[src/rtl/i80_seq_pkg.sv]
package i80_seq_pkg;

  localparam int PH_CNT_W = 4;

  localparam int TC_EN       = 0;
  localparam int TC_HLD_LSB  = 4;
  localparam int TC_ACT_LSB  = 8;
  localparam int TC_WRS_LSB  = 12;
  localparam int TC_CSS_LSB  = 16;

  localparam int TG_MODE     = 0;
  localparam int TG_HW_EN    = 3;
  localparam int TG_HW_MASK  = 4;
  localparam int TG_EVERY_TE = 31;

  typedef enum logic [2:0] {
    PH_IDLE = 3'd0,
    PH_CSS  = 3'd1,
    PH_WRS  = 3'd2,
    PH_ACT  = 3'd3,
    PH_HLD  = 3'd4
  } phase_e;

  typedef struct packed {
    logic [PH_CNT_W-1:0] css;
    logic [PH_CNT_W-1:0] wrs;
    logic [PH_CNT_W-1:0] act;
    logic [PH_CNT_W-1:0] hld;
  } cyc_timing_t;

endpackage

[src/rtl/i80_trig_ctrl.sv]
module i80_trig_ctrl (
  input  logic clk,
  input  logic rst,
  input  logic mode_en,
  input  logic hw_en,
  input  logic hw_mask,
  input  logic every_te,
  input  logic if_en,
  input  logic sw_wr,
  input  logic te_in,
  input  logic busy,
  output logic start,
  output logic sw_pend
);

  logic te_q;
  logic te_rise;
  logic hw_path;
  logic fire;

  assign te_rise = te_in & ~te_q;
  assign hw_path = hw_en & ~hw_mask;
  assign fire    = hw_path ? (te_rise & (every_te | sw_pend)) : sw_pend;
  assign start   = fire & mode_en & if_en & ~busy;

  always_ff @(posedge clk) begin
    if (rst) begin
      te_q    <= 1'b0;
      sw_pend <= 1'b0;
    end else begin
      te_q <= te_in;
      if (start)
        sw_pend <= 1'b0;
      else if (sw_wr && mode_en && !busy)
        sw_pend <= 1'b1;
    end
  end

endmodule

[src/rtl/i80_cycle_engine.sv]
module i80_cycle_engine
  import i80_seq_pkg::*;
#(
  parameter int DW = 16
) (
  input  logic          clk,
  input  logic          rst,
  input  cyc_timing_t   tim,
  input  logic          word_go,
  input  logic [DW-1:0] word_in,
  output logic          idle,
  output logic          cs_n,
  output logic          wr_n,
  output logic [DW-1:0] db
);

  phase_e              st, st_nxt;
  logic [PH_CNT_W-1:0] tmr, tmr_nxt, lim;
  logic                last;

  always_comb begin
    case (st)
      PH_CSS:  lim = tim.css;
      PH_WRS:  lim = tim.wrs;
      PH_ACT:  lim = tim.act;
      PH_HLD:  lim = tim.hld;
      default: lim = '0;
    endcase
  end

  assign last = (tmr == lim);
  assign idle = (st == PH_IDLE);

  always_comb begin
    st_nxt  = st;
    tmr_nxt = tmr;
    if (st == PH_IDLE) begin
      if (word_go) begin
        st_nxt  = PH_CSS;
        tmr_nxt = '0;
      end
    end else if (last) begin
      tmr_nxt = '0;
      case (st)
        PH_CSS:  st_nxt = PH_WRS;
        PH_WRS:  st_nxt = PH_ACT;
        PH_ACT:  st_nxt = PH_HLD;
        default: st_nxt = PH_IDLE;
      endcase
    end else begin
      tmr_nxt = tmr + 1'b1;
    end
  end

  always_ff @(posedge clk) begin
    if (rst) begin
      st   <= PH_IDLE;
      tmr  <= '0;
      cs_n <= 1'b1;
      wr_n <= 1'b1;
      db   <= '0;
    end else begin
      st   <= st_nxt;
      tmr  <= tmr_nxt;
      cs_n <= (st_nxt == PH_IDLE);
      wr_n <= (st_nxt != PH_ACT);
      if (st == PH_IDLE && word_go)
        db <= word_in;
    end
  end

endmodule

[src/rtl/i80_frame_ctrl.sv]
module i80_frame_ctrl
  import i80_seq_pkg::*;
#(
  parameter int DIMW = 10
) (
  input  logic            clk,
  input  logic            rst,
  input  logic            start,
  input  logic [DIMW-1:0] fw,
  input  logic [DIMW-1:0] fh,
  input  cyc_timing_t     tim_in,
  input  logic            if_en,
  input  logic            eng_idle,
  input  logic            px_valid,
  output logic            busy,
  output logic            frame_done,
  output logic            px_ready,
  output logic            word_go,
  output cyc_timing_t     tim_q
);

  localparam int CNTW = 2 * DIMW;

  logic [CNTW-1:0] left;
  logic            empty;

  assign empty    = (left == '0);
  assign px_ready = busy & eng_idle & if_en & ~empty;
  assign word_go  = px_ready & px_valid;

  always_ff @(posedge clk) begin
    if (rst) begin
      busy       <= 1'b0;
      frame_done <= 1'b0;
      left       <= '0;
      tim_q      <= '0;
    end else begin
      frame_done <= 1'b0;
      if (start) begin
        busy  <= 1'b1;
        left  <= CNTW'(fw) * CNTW'(fh);
        tim_q <= tim_in;
      end else if (busy) begin
        if (word_go) begin
          left <= left - CNTW'(1);
        end else if (eng_idle && empty) begin
          busy       <= 1'b0;
          frame_done <= 1'b1;
        end
      end
    end
  end

endmodule

[src/rtl/i80_write_seq.sv]
module i80_write_seq
  import i80_seq_pkg::*;
#(
  parameter int DW   = 16,
  parameter int DIMW = 10
) (
  input  logic            clk,
  input  logic            rst,
  input  logic [31:0]     timing_cfg,
  input  logic [31:0]     trig_cfg,
  input  logic            sw_trig_wr,
  input  logic            te_in,
  input  logic [DIMW-1:0] frame_w,
  input  logic [DIMW-1:0] frame_h,
  input  logic            px_valid,
  input  logic [DW-1:0]   px_data,
  output logic            px_ready,
  output logic            cs_n,
  output logic            wr_n,
  output logic [DW-1:0]   db,
  output logic            busy,
  output logic            frame_done,
  output logic            sw_trig_bit
);

  cyc_timing_t tim_live, tim_run;
  logic        if_en;
  logic        start;
  logic        eng_idle;
  logic        word_go;
  logic        unused_cfg;

  assign if_en    = timing_cfg[TC_EN];
  assign tim_live = {timing_cfg[TC_CSS_LSB +: PH_CNT_W],
                     timing_cfg[TC_WRS_LSB +: PH_CNT_W],
                     timing_cfg[TC_ACT_LSB +: PH_CNT_W],
                     timing_cfg[TC_HLD_LSB +: PH_CNT_W]};
  assign unused_cfg = ^{timing_cfg[31:20], timing_cfg[3:1],
                        trig_cfg[30:5], trig_cfg[2:1]};

  i80_trig_ctrl u_trig (
    .clk      (clk),
    .rst      (rst),
    .mode_en  (trig_cfg[TG_MODE]),
    .hw_en    (trig_cfg[TG_HW_EN]),
    .hw_mask  (trig_cfg[TG_HW_MASK]),
    .every_te (trig_cfg[TG_EVERY_TE]),
    .if_en    (if_en),
    .sw_wr    (sw_trig_wr),
    .te_in    (te_in),
    .busy     (busy),
    .start    (start),
    .sw_pend  (sw_trig_bit)
  );

  i80_frame_ctrl #(.DIMW(DIMW)) u_frame (
    .clk        (clk),
    .rst        (rst),
    .start      (start),
    .fw         (frame_w),
    .fh         (frame_h),
    .tim_in     (tim_live),
    .if_en      (if_en),
    .eng_idle   (eng_idle),
    .px_valid   (px_valid),
    .busy       (busy),
    .frame_done (frame_done),
    .px_ready   (px_ready),
    .word_go    (word_go),
    .tim_q      (tim_run)
  );

  i80_cycle_engine #(.DW(DW)) u_engine (
    .clk     (clk),
    .rst     (rst),
    .tim     (tim_run),
    .word_go (word_go),
    .word_in (px_data),
    .idle    (eng_idle),
    .cs_n    (cs_n),
    .wr_n    (wr_n),
    .db      (db)
  );

endmodule

[config.mk]
export PLATFORM = sky130hd
export DESIGN_NAME = i80_write_seq
export DESIGN_NICKNAME = d
export VERILOG_FILES = /design/src/rtl/i80_seq_pkg.sv /design/src/rtl/i80_trig_ctrl.sv /design/src/rtl/i80_cycle_engine.sv /design/src/rtl/i80_frame_ctrl.sv /design/src/rtl/i80_write_seq.sv
export SDC_FILE = /design/constraint.sdc
export NUM_CORES = 1
export LEC_CHECK = 0
export CORE_MARGIN = 1
export CORE_UTILIZATION = 35
export CTS_CLUSTER_SIZE = 28
export DETAILED_ROUTE_END_ITERATION = 10
export PLACE_DENSITY_LB_ADDON = 0.12
export SKIP_CTS_REPAIR_TIMING = 1
export SYNTH_ARGS = -nofsm -noshare
export SYNTH_HDL_FRONTEND = slang
export SYNTH_HIERARCHICAL = 1
export SYNTH_SLANG_ARGS = --single-unit
[constraint.sdc]
create_clock -name clk -period 12.6 [get_ports clk]
set_clock_uncertainty 0.1 [all_clocks]
set_input_delay 1.26 -clock clk [delete_from_list [all_inputs] [get_ports clk]]
set_output_delay 1.26 -clock clk [all_outputs]
set_load 0.02 [all_outputs]
==> flow_summary.toml, run 1 <==
[outcome]
status = "finished clean"

[synth]
netlist_area_um2 = 6430
synth-seq-cells = 65
ys_types = 67
synth_area_per_cell_um2 = 8.69
seq_area_frac_synth = 0.202
syn_nets = 964
synth-async-reset-ratio = 0
yosysWarningCount = 6
synth_edf_count = 0
ys.flop_type = "dfxtp_1"
synth_cells = 740

[floorplanning]
die_y_um = 138
rows = 49
die_w_um = 138
die_area_um2 = 18900
initial_core_util = 0.358
core_area_um2 = 18000
io_pins = 127

[final_layout]
layout-drive-gt1-share = 0.0382
area_growth_pct = 20.9
nets = 1031
final_cell_count_no_fill = 1041
final_common_cell = "nand2_1"
num_antenna_cells = 0
layout_common_cells = "nand2_1 (91), clkdlybuf4s50_1 (82), and2_1 (68)"
final_util = 0.433

[sta]
worst_pin_slew_ns = 0.911
finalCriticalPeriod_ns = 6.99
finalSetupViolations = 0
max_freq_ghz = 0.143
rsz0062_at_grt = "false"
fin_crit_sh = 0.555
slew_viol_final = 0
finalWorstSetupSlack_ns = 5.61
slew_headroom = 0.385
whs_ns = 0.356
hold_violations = 0
setup_tns_ns = 0

[flow_run]
maxCapViolations = 0

[place]
portBuffers = 83
gp_congestion = 0.789
dp_slack_ns = 5.29
hpwl_um = 12000
placed_cells = 1025

[critical_path]
cp_slowest_stage_delay_ns = 0.80
crit_fanout = 10
worstSetupPathType = "input pin to flip-flop"
start_kind = "input pin"
cp_slowest_cell = "o41ai_1"
ff2ff_path_depth = 9
crit_path_cell_trace = "clkdlybuf4s50_1 -> nand2_1 -> fa_1 -> inv_1 -> fa_1 -> inv_1 -> fa_1 -> inv_1 -> fa_1 -> inv_1 -> fa_1 -> inv_1 -> ha_1 -> a21o_1 -> o41ai_1 -> o21ai_0 -> xnor2_1 -> a211oi_2"
end_kind = "flip-flop"
r2r-start = "u_frame/left[0]$_SDFFE_PP0P_"
regToRegSetupSlack_ns = 9.43
reg2reg_to = "u_engine/st[0]$_SDFF_PP0_"
required_ns = 12.68
cp.arrival_ns = 7.07

[clock_tree]
clk_path_buf_depth = 2
clk_pin_slew_ns = 0.05
numCtsBuffers = 9
clock-root-buffer = "clkbuf_16"
clock_sink_count = 65
cts_tree = "yes"
insertion_delay_ns = 0.33
cts_max_level = 3

[detailed_routing]
first_pass_iters = 5
post_drt_wl_per_cell_um = 15.1
drtIter0Drc = 300
viasPerCell = 5.11
vias = 5316
drt-total-wl_um = 15700
drc_errors = 0
ant_nets = 0

[global_routing]
grt_pass1_vias = 5272
grt_max_degree = 59
antenna_found_initial = 0
track_usage = 0.176
overflow = 0
grt_pass1_wl_um = 26400

[min_path]
hold_path_class = "flip-flop to flip-flop"
whs_endpoint = "u_engine/db[13]$_SDFFE_PP0P_"
hold_path_depth = 2
hp-start = "u_engine/db[13]$_SDFFE_PP0P_"

[power_and_ir_drop]
p_per_area_nw_per_um2 = 157
ir_drop_uv = 91.2
leakage_nw = 3.31
==> power by group <==
group	total, mW	switching [mW]	internal [mW]
clock	0.270	0.0911	0.179
combinational	0.726	0.432	0.294
sequential	0.223	0.00840	0.214
total	1.22	0.532	0.687
==> critical path, delay by kind of cell <==
| kind | cells | cell delay [ns] |
|---|---|---|
| buffers and inverters | 6 | 1.00 |
| AND/OR/NAND/NOR | 1 | 0.15 |
| adder cells (fa/ha/maj) | 6 | 2.91 |
| AO/OA/AOI/OAI | 4 | 1.38 |
| XOR/XNOR | 1 | 0.35 |
==> sequential cells by signal, summed over array words and instances, names as in the netlist <==
register,cells
u_frame/left,20
u_engine/wr_n,1
u_engine/st,3
u_trig/sw_pend,1
u_frame/frame_done,1
u_frame/busy,1
u_trig/te_q,1
u_engine/cs_n,1
u_engine/tmr,4
u_engine/db,16
u_frame/tim_q,16
==> final cells by class <==
cell class | count | area, µm²
repair buffers | 85 | 841
clock buffers | 12 | 246
clock inverters | 4 | 76.3
inverters | 69 | 259
flip-flops and latches | 65 | 1300
multi-input cells | 577 | 4760
fillers | 1752 | 10200
well taps | 229 | 287
==> cells in the mapped netlist (all sizes together) (7+ instances only) <==
master / n / area [µm²]
o22ai: 7 / 43.8
nand3: 13 / 65.1
a211oi: 14 / 110
mux2i: 18 / 180
nand3b: 11 / 82.6
o21ai: 21 / 105
buf: 7 / 37.5
fa: 62 / 1240
xor2: 10 / 87.6
clkbuf: 22 / 82.6
nor3: 18 / 95.1
inv: 68 / 255
a21oi: 44 / 224
nor2: 45 / 169
nand2: 91 / 342
or4: 7 / 60.1
dfxtp: 65 / 1300
ha: 57 / 713
xnor2: 17 / 149
and2: 68 / 425
==> kinds of logic (layout without fill, tap and decap cells) <==
| family | after synthesis | count (layout) | share of synthesized area |
|---|---|---|---|
| and+or+nand+nor | 279 | 279 | 0.230 |
| xor gates and xnor gates | 27 | 27 | 0.0368 |
| DFF | 65 | 65 | 0.202 |
| buffers and inverters | 98 | 170 | 0.0590 |
| AOI/OAI and AO/OA | 134 | 134 | 0.140 |
| adders and majority gates | 119 | 119 | 0.304 |
| muxes | 18 | 18 | 0.0280 |
==> worst max path at each step <==
stage          startpoint                             to  slack [ns]  depth (start not counted)
3_5_place_dp   frame_w[7]  u_frame/left[12]$_SDFFE_PP0P_        5.29                         18
2_1_floorplan  frame_h[1]  u_frame/left[12]$_SDFFE_PP0P_        6.40                         19
3_3_place_gp   frame_w[7]  u_frame/left[12]$_SDFFE_PP0P_        5.33                         18
5_1_grt        frame_w[7]  u_frame/left[12]$_SDFFE_PP0P_        5.35                         18
4_1_cts        frame_w[7]  u_frame/left[12]$_SDFFE_PP0P_        5.62                         18
6_report       frame_w[7]  u_frame/left[12]$_SDFFE_PP0P_        5.61                         18
==> routing by layer <==
metal | GRT usage | routed length (µm) | vias to the layer above | part of all wire
met5 | 0 | 0 | - | 0
met4 | 0.0354 | 115 | 0 | 0.0073
met3 | 0.0342 | 731 | 11 | 0.047
met2 | 0.271 | 6930 | 122 | 0.44
met1 | 0.254 | 7910 | 2529 | 0.50
li1 | - | - | 2654 | -
==> metrics by stage <==
step | area (µm²) | total power, mW
floorplan | 6430 | 0.759
detailed placement | 7450 | 0.945
CTS | 7770 | 1.23
finish | 7770 | 1.22
global route | 7770 | 1.34
global placement | 7450 | 0.944
Power figures use the tool's default switching activity.
==> run 2: changes to the inputs <==
==> constraint.sdc (replaced) <==
create_clock -name clk -period 6.1 [get_ports clk]
set_clock_uncertainty 0.1 [all_clocks]
set_input_delay 0.61 -clock clk [delete_from_list [all_inputs] [get_ports clk]]
set_output_delay 0.61 -clock clk [all_outputs]
set_load 0.02 [all_outputs]
==> flow_summary.toml, run 2 (synthesis results as in run 1) <==
[floorplanning]
die_w_um = 138
initial_core_util = 0.358
die_area_um2 = 18900
core_area_um2 = 18000
die_y_um = 138
rows = 49
io_pins = 127

[global_routing]
overflow = 0
grt_pass1_wl_um = 26700
track_usage = 0.177
antenna_found_initial = 1
grt_pass1_vias = 5437
grt_max_degree = 40

[power_and_ir_drop]
p_clk_frac = 0.219
ir_drop_uv = 142
swShare = 0.439
power_frac_seq = 0.178
combPwrFrac = 0.602
finalPower_mw = 2.58
leakage_nw = 3.40
p_sw_mw = 1.13
intPower_mw = 1.45
p_per_area_nw_per_um2 = 325

[critical_path]
end_kind = "flip-flop"
worstSetupPathType = "input pin to flip-flop"
required_ns = 6.27
start_kind = "input pin"
cp.arrival_ns = 5.74
crit_fanout = 5

[min_path]
hold_path_class = "flip-flop to flip-flop"

[clock_tree]
clk_pin_slew_ns = 0.06
clk_path_buf_depth = 2
cts_max_level = 3
clock_sink_count = 65
cts_tree = "yes"
numCtsBuffers = 9
clock-root-buffer = "clkbuf_16"
insertion_delay_ns = 0.33

[sta]
hold_violations = 0
max_freq_ghz = 0.180
finalWorstSetupSlack_ns = 0.529
worst_pin_slew_ns = 0.595
whs_ns = 0.355
slew_viol_final = 0
finalCriticalPeriod_ns = 5.57
finalSetupViolations = 0
rsz0062_at_grt = "false"
setup_tns_ns = 0
fin_crit_sh = 0.913
slew_headroom = 0.602

[final_layout]
num_antenna_cells = 0
layout_common_cells = "nand2_1 (91), clkdlybuf4s50_1 (82), and2_1 (68)"
final_common_cell = "nand2_1"
layout-drive-gt1-share = 0.0637
area_growth_pct = 23.3
largest-register = "u_frame/left"
nets = 1051
final_util = 0.441
final_cell_count_no_fill = 1061
finalInstanceArea_um2 = 7930
top_regs = "u_frame/left: 20 flops, u_engine/db: 16 flops, u_frame/tim_q: 16 flops"
largest_reg_flops = 20

[place]
placed_cells = 1045
hpwl_um = 12600
portBuffers = 83
gp_congestion = 0.805
dp_slack_ns = 0.204
place_area_um2 = 7600

[detailed_routing]
highest_layer = "met5"
met2RoutedLength_um = 6910
vias = 5353
viasPerCell = 5.05
drtIter0Drc = 270
post_drt_wl_per_cell_um = 14.7
drt-total-wl_um = 15600
first_pass_iters = 5
dr_wl_met3_um = 661
ant_nets = 0
wl_met1_um = 7920
drc_errors = 0

[outcome]
status = "finished clean"

[flow_run]
maxCapViolations = 0
## run 2: changes by cell type in the layout (fill, tap and decap cells not counted)
cell	delta
buf_4	+20
clkbuf_1	-2
clkbuf_8	-1
clkinv_4	+1
clkinvlp_4	+1
inv_8	+1
## run 2: worst max-delay path: stages
cell	delay, ns
clkdlybuf4s50_1	0.52
and2_1	0.23
fa_1	0.44
fa_1	0.49
inv_1	0.05
fa_1	0.55
inv_1	0.06
fa_1	0.48
inv_1	0.05
fa_1	0.48
inv_1	0.04
ha_1	0.31
a21oi_1	0.23
a21oi_1	0.10
a211oi_1	0.30
o21ai_0	0.27
a2111o_1	0.42
nand3_1	0.10
## run 2: metal layers
layer | vias to the layer above | GRT usage
met1 | 2542 | 0.262
met2 | 110 | 0.268
li1 | 2685 | -
met4 | 2 | 0.0385
met3 | 14 | 0.0280
met5 | - | 0
## run 2: power groups by stage
stage	Combinational [mW]	Sequential, mW	Clock, mW
after detailed placement	1.53	0.468	0
final	1.55	0.460	0.565
after global routing	1.76	0.462	0.595
after floorplan	1.10	0.467	0
after CTS	1.55	0.459	0.580
after global placement	1.53	0.467	0
## run 2: worst paths after layout
check | startpoint | to | slack [ns] | depth (start not counted)
min reg2reg | u_engine/db[11]$_SDFFE_PP0P_ | u_engine/db[11]$_SDFFE_PP0P_ | 0.36 | 2
max | frame_h[4] | u_frame/left[19]$_SDFFE_PP0P_ | 0.53 | 18
min | u_engine/db[11]$_SDFFE_PP0P_ | u_engine/db[11]$_SDFFE_PP0P_ | 0.36 | 2
max reg2reg | u_frame/left[0]$_SDFFE_PP0P_ | u_engine/st[0]$_SDFF_PP0_ | 2.91 | 9
## run 2: area by class of cell
cell class	count	area, µm²
fillers	1761	10000
multi-input cells	577	4760
flip-flops and latches	65	1300
repair buffers	105	991
well taps	229	287
inverters	69	259
clock buffers	9	225
clock inverters	7	104
==> run 3: changes to the inputs <==
--- a/config.mk
+++ b/config.mk
@@ -5,9 +5,12 @@
 export SDC_FILE = /design/constraint.sdc
 export NUM_CORES = 1
 export LEC_CHECK = 0
+export CAP_MARGIN = 20
+export CELL_PAD_IN_SITES_DETAIL_PLACEMENT = 1
+export CELL_PAD_IN_SITES_GLOBAL_PLACEMENT = 2
 export CORE_MARGIN = 1
-export CORE_UTILIZATION = 35
-export CTS_CLUSTER_SIZE = 28
+export CORE_UTILIZATION = 29
+export CTS_CLUSTER_SIZE = 40
 export DETAILED_ROUTE_END_ITERATION = 10
 export PLACE_DENSITY_LB_ADDON = 0.12
 export SKIP_CTS_REPAIR_TIMING = 1
==> flow_summary.toml, run 3 (synthesis results as in run 1) <==
[critical_path]
ff2ff_path_depth = 9
cp_slowest_stage_delay_ns = 0.64
worstSetupPathType = "input pin to flip-flop"
start_kind = "input pin"
crit_path_cell_trace = "clkdlybuf4s50_1 -> and2_1 -> fa_1 -> fa_1 -> inv_1 -> fa_1 -> inv_1 -> fa_1 -> inv_1 -> fa_1 -> inv_1 -> ha_1 -> a21o_1 -> o41ai_1 -> buf_4 -> o21ai_0 -> xnor2_1 -> a211oi_2"
cp_slowest_cell = "clkdlybuf4s50_1"
cp.arrival_ns = 5.80
end_kind = "flip-flop"
crit_fanout = 10
required_ns = 6.20
crit_path_frequent_cell = "fa_1"

[place]
portBuffers = 83
hpwl_um = 15100
place_area_um2 = 7680
dp_slack_ns = 0.0613
gp_congestion = 0.750

[global_routing]
antenna_found_initial = 0
grt_max_degree = 39
overflow = 0
grt_pass1_wl_um = 31500
grt_pass1_vias = 6083
track_usage = 0.177

[power_and_ir_drop]
leakage_nw = 3.40
finalPower_mw = 2.60
p_per_area_nw_per_um2 = 326
ir_drop_uv = 170

[sta]
slew_viol_final = 0
worst_pin_slew_ns = 0.646
finalCriticalPeriod_ns = 5.70
hold_violations = 0
finalSetupViolations = 0
setup_tns_ns = 0
finalWorstSetupSlack_ns = 0.403
fin_crit_sh = 0.934
rsz0062_at_grt = "false"
slew_headroom = 0.569
max_freq_ghz = 0.176

[clock_tree]
insertion_delay_ns = 0.34
clk_path_buf_depth = 2
clk_pin_slew_ns = 0.07
clock-root-buffer = "clkbuf_16"
cts_max_level = 3
clock_sink_count = 65
numCtsBuffers = 9
cts_tree = "yes"

[final_layout]
final_common_cell = "nand2_1"
area_growth_pct = 24.2
finalInstanceArea_um2 = 7990
top_regs = "u_frame/left: 20 flops, u_engine/db: 16 flops, u_frame/tim_q: 16 flops"
largest_reg_flops = 20
nets = 1054
layout_common_cells = "nand2_1 (91), clkdlybuf4s50_1 (82), and2_1 (68)"
final_util = 0.367
num_antenna_cells = 0
largest-register = "u_frame/left"
layout-drive-gt1-share = 0.0671

[floorplanning]
die_y_um = 151
initial_core_util = 0.296
die_w_um = 151
die_area_um2 = 22800
io_pins = 127
core_area_um2 = 21800
rows = 54

[flow_run]
maxCapViolations = 0

[detailed_routing]
viasPerCell = 4.96
ant_nets = 0
drt-total-wl_um = 18700
first_pass_iters = 4
post_drt_wl_per_cell_um = 16.8
vias = 5527
drc_errors = 0
drtIter0Drc = 181

[outcome]
status = "finished clean"

[min_path]
hold_path_depth = 2
hold_path_class = "flip-flop to flip-flop"
-- run 3: cell count changes in the layout (fill, tap and decap cells not counted), sizes merged --
cell / before / now
inv: 69 / 71
bufinv: 2 / 1
clkinv: 3 / 2
buf: 23 / 26
-- run 3: worst paths after layout --
kind	from	to	slack, ns
worst max register to register	u_frame/left[0]$_SDFFE_PP0P_	u_engine/st[0]$_SDFF_PP0_	2.82
worst min-delay path	u_engine/db[5]$_SDFFE_PP0P_	u_engine/db[5]$_SDFFE_PP0P_	0.36
worst max-delay path	frame_h[6]	u_frame/left[12]$_SDFFE_PP0P_	0.40
worst min register to register	u_engine/db[5]$_SDFFE_PP0P_	u_engine/db[5]$_SDFFE_PP0P_	0.36
-- run 3: stage by stage --
stage / hold slack (ns) / cells
after global routing: 0.383 / 1115
after CTS: 0.360 / 1115
after floorplan: 0.361 / 740
final: 0.356 / 1115
after global placement: 0.343 / 1099
after detailed placement: 0.350 / 1099
-- run 3: layout make-up --
type | instances | area, µm²
repair buffers | 108 | 1010
fillers | 2539 | 13800
flip-flops and latches | 65 | 1300
well taps | 280 | 350
multi-input cells | 577 | 4760
inverters | 69 | 259
clock buffers | 9 | 225
clock inverters | 7 | 76.3
-- run 3: critical path, delay by kind of cell --
kind,cells,cell delay (ns)
AOI/OAI and AO/OA,4,0.76
xor gates and xnor gates,1,0.40
adders and majority gates,6,2.70
buffers and inverters,6,1.06
and+or+nand+nor,1,0.27
-- run 3: power breakdown --
part / internal, mW / leakage [nW] / total, mW / switching, mW
clock: 0.320 / 0.143 / 0.529 / 0.209
sequential: 0.442 / 0.526 / 0.460 / 0.0182
combinational: 0.647 / 2.74 / 1.61 / 0.967
total: 1.41 / 3.40 / 2.60 / 1.19
-- run 3: per-layer routing --
layer,share of wire,vias to the layer above,global-route usage
met3,0.030,7,0.0301
met1,0.50,2758,0.248
li1,-,2697,-
met4,0.0084,0,0.0335
met2,0.46,65,0.286
met5,0,-,0
